## config.mk

```make
export PLATFORM = sky130hd
export DESIGN_NAME = uart_irq_ident
export DESIGN_NICKNAME = d
export VERILOG_FILES = /design/src/rtl/uart_irq_pkg.sv /design/src/rtl/uart_irq_thr_flag.sv /design/src/rtl/uart_irq_rx_gate.sv /design/src/rtl/uart_irq_prio.sv /design/src/rtl/uart_irq_ident.sv
export SDC_FILE = /design/constraint.sdc
export NUM_CORES = 1
export LEC_CHECK = 0
export BUFFER_PORTS_ARGS = -buffer_cell sky130_fd_sc_hd__buf_2
export CAP_MARGIN = 20
export CORE_UTILIZATION = 31
export DETAILED_ROUTE_END_ITERATION = 8
export HOLD_SLACK_MARGIN = 0.06
export MAX_ROUTING_LAYER = met4
export PLACE_DENSITY_LB_ADDON = 0.3
export SLEW_MARGIN = 20
export SYNTH_ARGS = -nofsm -noshare
export SYNTH_HDL_FRONTEND = slang
export SYNTH_SLANG_ARGS = --single-unit
```

## constraint.sdc

```tcl
create_clock -name clk -period 1 [get_ports clk]
set_input_delay 0.05 -clock clk [delete_from_list [all_inputs] [get_ports clk]]
set_output_delay 0.05 -clock clk [all_outputs]
set_load 0.005 [all_outputs]
```

## src/rtl/uart_irq_pkg.sv

```systemverilog
// Package: shared constants and helpers for the interrupt identification
// logic. Assumes the receive FIFO depth fits the trigger counts used below.
package uart_irq_pkg;

    // Identification codes placed in the low nibble of the IIR.
    localparam logic [3:0] ID_NONE    = 4'h1;
    localparam logic [3:0] ID_LINE    = 4'h6;
    localparam logic [3:0] ID_TIMEOUT = 4'hC;
    localparam logic [3:0] ID_RXDATA  = 4'h4;
    localparam logic [3:0] ID_THRE    = 4'h2;
    localparam logic [3:0] ID_MODEM   = 4'h0;

    localparam int NUM_SRC = 5;

    // Source index, highest priority at index 0.
    typedef enum logic [2:0] {
        SRC_LINE    = 3'd0,
        SRC_TIMEOUT = 3'd1,
        SRC_RXDATA  = 3'd2,
        SRC_THRE    = 3'd3,
        SRC_MODEM   = 3'd4
    } src_e;

    // Code for each source index.
    function automatic logic [3:0] src_code(input int idx);
        case (idx)
            0:       return ID_LINE;
            1:       return ID_TIMEOUT;
            2:       return ID_RXDATA;
            3:       return ID_THRE;
            default: return ID_MODEM;
        endcase
    endfunction

    // Receive trigger count chosen by the two-bit selection.
    function automatic int unsigned trig_count(input logic [1:0] sel);
        case (sel)
            2'b00:   return 1;
            2'b01:   return 4;
            2'b10:   return 8;
            default: return 14;
        endcase
    endfunction

endpackage

```

## src/rtl/uart_irq_thr_flag.sv

```systemverilog
// Transmit-empty pending flag.
// Set by an enable-register write while the holding register is empty, or by
// the transmitter draining it. Cleared by a holding-register write (highest
// precedence) or by an IIR read that presented the transmit-empty code.
// Assumes all strobes are single-cycle and synchronous to clk.
module uart_irq_thr_flag (
    input  logic clk,
    input  logic rst_n,
    input  logic ier_wr,
    input  logic thr_empty,
    input  logic tx_drained,
    input  logic thr_wr,
    input  logic rd_ack,
    output logic pend
);

    logic set_ev;

    // Purpose: collect the events that arm the flag.
    always_comb begin
        set_ev = (ier_wr && thr_empty) || tx_drained;
    end

    // Purpose: hold the flag; write clears first, then set, then read-clear.
    always_ff @(posedge clk) begin
        if (!rst_n) begin
            pend <= 1'b0;
        end else if (thr_wr) begin
            pend <= 1'b0;
        end else if (set_ev) begin
            pend <= 1'b1;
        end else if (rd_ack) begin
            pend <= 1'b0;
        end
    end

endmodule

```

## src/rtl/uart_irq_rx_gate.sv

```systemverilog
// Received-data qualification.
// In FIFO mode, data counts as available only once the fill level reaches the
// selected trigger count. In byte mode, data-ready alone is enough.
// Assumes rx_count never exceeds FIFO_DEPTH.
module uart_irq_rx_gate #(
    parameter int FIFO_DEPTH = 16,
    localparam int CNT_W = $clog2(FIFO_DEPTH + 1)
) (
    input  logic             rx_ready,
    input  logic             fifo_on,
    input  logic [CNT_W-1:0] rx_count,
    input  logic [1:0]       trig_sel,
    output logic             rx_avail
);
    import uart_irq_pkg::*;

    logic at_trig;

    // Purpose: compare the fill level against the chosen trigger count.
    always_comb begin
        at_trig = 32'(rx_count) >= trig_count(trig_sel);
    end

    // Purpose: choose the qualification for the active mode.
    always_comb begin
        rx_avail = rx_ready && (!fifo_on || at_trig);
    end

endmodule

```

## src/rtl/uart_irq_prio.sv

```systemverilog
// Fixed-priority encoder: returns the code of the lowest-indexed active
// source, or the "none" code. Assumes index 0 is the highest priority.
module uart_irq_prio #(
    parameter int N = uart_irq_pkg::NUM_SRC
) (
    input  logic [N-1:0] active,
    output logic [3:0]   id
);
    import uart_irq_pkg::*;

    // Purpose: scan from lowest to highest priority so the highest wins.
    always_comb begin
        id = ID_NONE;
        for (int i = N - 1; i >= 0; i--) begin
            if (active[i]) id = src_code(i);
        end
    end

endmodule

```

## src/rtl/uart_irq_ident.sv

```systemverilog
// Interrupt identification for a 16550-style serial port.
// Builds the five source requests, ranks them, and registers the resulting
// IIR value and the interrupt line. Assumes all inputs are synchronous to clk.
module uart_irq_ident #(
    parameter int FIFO_DEPTH = 16,
    localparam int CNT_W = $clog2(FIFO_DEPTH + 1)
) (
    input  logic             clk,
    input  logic             rst_n,
    input  logic [3:0]       ier_bits,
    input  logic [3:0]       rx_err,
    input  logic             rx_ready,
    input  logic             fifo_on,
    input  logic [CNT_W-1:0] rx_count,
    input  logic [1:0]       trig_sel,
    input  logic             timeout_pend,
    input  logic             thr_empty,
    input  logic             ier_wr,
    input  logic             thr_wr,
    input  logic             tx_drained,
    input  logic             iir_rd,
    input  logic [3:0]       msr_delta,
    output logic [7:0]       iir,
    output logic             irq
);
    import uart_irq_pkg::*;

    logic               thr_pend;
    logic               rd_ack;
    logic               rx_avail;
    logic [NUM_SRC-1:0] active;
    logic [3:0]         next_id;

    // Purpose: a read acknowledges the transmit source only if it saw that code.
    always_comb begin
        rd_ack = iir_rd && (iir[3:0] == ID_THRE);
    end

    uart_irq_thr_flag u_thr_flag (
        .clk        (clk),
        .rst_n      (rst_n),
        .ier_wr     (ier_wr),
        .thr_empty  (thr_empty),
        .tx_drained (tx_drained),
        .thr_wr     (thr_wr),
        .rd_ack     (rd_ack),
        .pend       (thr_pend)
    );

    uart_irq_rx_gate #(.FIFO_DEPTH(FIFO_DEPTH)) u_rx_gate (
        .rx_ready (rx_ready),
        .fifo_on  (fifo_on),
        .rx_count (rx_count),
        .trig_sel (trig_sel),
        .rx_avail (rx_avail)
    );

    // Purpose: form each source request with its enable.
    always_comb begin
        active              = '0;
        active[SRC_LINE]    = ier_bits[2] && (|rx_err);
        active[SRC_TIMEOUT] = ier_bits[0] && timeout_pend;
        active[SRC_RXDATA]  = ier_bits[0] && rx_avail;
        active[SRC_THRE]    = ier_bits[1] && thr_pend;
        active[SRC_MODEM]   = ier_bits[3] && (|msr_delta);
    end

    uart_irq_prio #(.N(NUM_SRC)) u_prio (
        .active (active),
        .id     (next_id)
    );

    // Purpose: register the IIR value and the interrupt line.
    always_ff @(posedge clk) begin
        if (!rst_n) begin
            iir <= {4'h0, ID_NONE};
            irq <= 1'b0;
        end else begin
            iir <= {{2{fifo_on}}, 2'b00, next_id};
            irq <= (next_id != ID_NONE);
        end
    end

endmodule

```

==> results by group <==
Worst setup path
  • R2r setup slk: -50 ps
  • CP Data Required Time: between 1000 and 1500 ps
  • Worst EP arrival: 1180 ps
  • Reg-to-reg endpoint: u_thr_flag.pend
  • CP max-delay cell: dfxtp_2
  • Worst reg2reg startpoint: iir[2]
  • Reg2reg path depth: 4
  • Setup Crit Path Kind: reg2reg
  • CP max FO: 2
  • Crit path from: iir[2]
  • Worst setup SP type: flop
  • Slowest stage delay, CP: around 310 ps
  • CP cell instances: nor4b_2, nand2_1, a221oi_2, nor3b_1
  • Crit. End Element: flop

Yosys
  • Adder-Cell Fraction of Synth Area: 0.1187
  • Mux cell area share after synthesis: 0
  • Yosys cell types: 22
  • Mapped Area: roughly 420 um2
  • Syn avg cell area: between 9 and 10 um2
  • Post-Synthesis Cells: 45
  • Count leader, synth: dfxtp_1
  • Post-synthesis compound-gate area fraction: 0.2404
  • Post-synthesis sequential element count: 7
  • Number of synthesized flops with an enable pin: 0
  • Simple-gate share of the synthesized area: 0.2018
  • Register area share after synthesis: 0.3323
  • Top FF cell, synth: dfxtp_1
  • Synth cell count leaders: 7 x dfxtp_1, 5 x inv_1, 5 x nand2_1
  • Largest family of logic cells by synthesized area: compound AO/OA/AOI/OAI gates
  • Async S/R FF share, synth: 0
  • Yosys Warn Count: 0
  • Largest area contributor in the netlist: dfxtp_1
  • Post-synth top area share: 0.3323
  • Synth Area in XOR/XNOR: 0
  • Largest cells by area after synthesis: dfxtp_1 33%, ha_1 12%, buf_4 5.3%

Power
  • Max IR drop VDD: between 0.5 and 0.6 mV
  • Leakage power: 0.0003523 uW
  • Pwr dens: approximately 1100 nW/um2

STA
  • Final worst-path cycle share: 1.052
  • Fmax: approximately 950 MHz
  • Clock period minus worst slack: approximately 1100 ps
  • Layout Skew: about 8.9 ps
  • Setup ws final: -52.34 ps
  • Final setup violation count: 1
  • Hold Fails Final Rpt: 0
  • RSZ-0062 raised after global routing: yes
  • Final hold slack: slightly above 80 ps
  • Max-slew violation count: 0

Routing
  • Total Wirelength: 893 um
  • Via count: 451
  • DR vias/cell: about 4.6
  • 1st-pass router iterations: 4
  • Antenna-violating nets left: 0
  • # DRC: 0
  • Initial DRC Count: 7
  • Drt wl/cell: around 9.0 um

Floorplan
  • Row count: 12
  • Vert. Die Dim: approximately 39 um
  • Die X-Extent: 38.88 um
  • Initial Utilization: 0.3555
  • Core area: ~1200 um2
  • Die area: approximately 1500 um2
  • I/O pin total: 38

Final layout
  • N_diodes: 0
  • Net count, final: between 100 and 150
  • Fill cells: 108
  • Syn-to-layout area delta: 63.20%
  • Layout cells sized above 1: 0.5647

Placed design
  • DPL Wire Length: roughly 770 um
  • Final GP Congestion: ~0.76
  • IO buf count: 35
  • DP Worst Slack: -262.1 ps

Global route
  • First-pass GRT wire length: roughly 1.2 mm
  • Vias in the first global route: roughly 300
  • Overflow after GRT: 0
  • Total track usage: 0.1220
  • Initial antenna violation count: 0
  • Largest net degree at the start of global routing: 9

Status
  • Status: finished, violations left
  • Failing checks: negative setup slack

Clock tree
  • H-tree levels: 1
  • CTS tree: built
  • Maximum clock path buffer count: 2
  • Clk sinks: 7
  • Clock root buffer: clkbuf_4
  • CTS buffer count: 3
  • Worst-path clk slew: around 50 ps
  • Clk_lat worst skew: about 250 ps

Job
  • Max_cap viols: 0

Worst hold path
  • Worst hold path depth: 3
  • Hold Crit Start: ier_bits[1]
  • Worst hold path type: in2reg
  • Hold endpoint: iir[1]
## state kept, by name (all words and copies together) (netlist names)
signal           flops
iir                  5
irq                  1
u_thr_flag.pend      1
## placed cells by master (no fill, tap or decap), types with 2 or more instances in the layout
master and count:
nand3_1 3, dlygate4sd3_1 3, conb_1 2, dfxtp_1 6
inv_1 4, o21a_1 2, buf_2 33, nand2_1 5
o21ai_1 2, ha_1 3, clkbuf_4 3
## power breakdown
group	internal (uW)	switching [uW]
Sequential	299	9.34
Combinational	105	76.5
Clock	152	99.0
Total	556	185
## how the worst max path moves through the flow
stage / slack, ps / end
2_1_floorplan: -40 / iir[2]
3_3_place_gp: -240 / iir[2]
3_5_place_dp: -260 / iir[2]
4_1_cts: -70 / u_thr_flag.pend
5_1_grt: -110 / u_thr_flag.pend
6_report: -50 / u_thr_flag.pend
## layer usage
layer	GRT usage	share of wire	up-vias	wire length (um)
met3	0.01734	0.049	0	44
met4	0.1293	0	0	0
met2	0.1542	0.51	18	457
met5	-	0	-	0
met1	0.1546	0.44	195	391
li1	-	-	238	-
## logic make-up after synthesis
logic type / Yosys count
flip-flops: 7
buffers and inverters: 8
other: 1
adder cells (fa/ha/maj): 4
AND/OR/NAND/NOR: 14
AO/OA/AOI/OAI: 11
## final cells by class
cell class                 instances  area (um2)  share of cell area
timing repair buffer              38       214.0              0.3109
inverter                           5       18.77             0.02727
tap                               14       17.52             0.02545
sequential                         7       141.4              0.2055
clock buffer                       4       26.28             0.03818
multi-input combinational         31       270.3              0.3927
## metrics by stage
stage                     utilization  setup TNS, ps  total power [uW]  std cells  instance area (um2)
after floorplan                     -         -78.21             396.9         46                451.7
after global placement         0.5243         -818.0             479.6         92                621.8
after detailed placement       0.5243         -887.3             484.2         92                621.8
after CTS                      0.5802         -68.34             756.0         99                688.2
after global routing           0.5802         -114.5             801.0         99                688.2
final                          0.5802         -52.34             740.7         99                688.2
## worst max-delay path, delay by kind of cell, from the launching register on
kind / cells / cell delay (ps)
AND/OR/NAND/NOR: 3 / 410
flip-flops: 1 / 310
AO/OA/AOI/OAI: 1 / 210
## repair_timing
| item | in CTS | in global routing |
|---|---|---|
| hold buffers | 3 | 0 |
| endpoints found under the hold margin | 3 | 0 |
| resized for setup | 4 | 0 |
| endpoints found under the setup margin | 2 | 3 |
| buffers inserted | 0 | 0 |
| pin swaps | 7 | 1 |
Note: power is estimated with default switching activity, not from simulation.
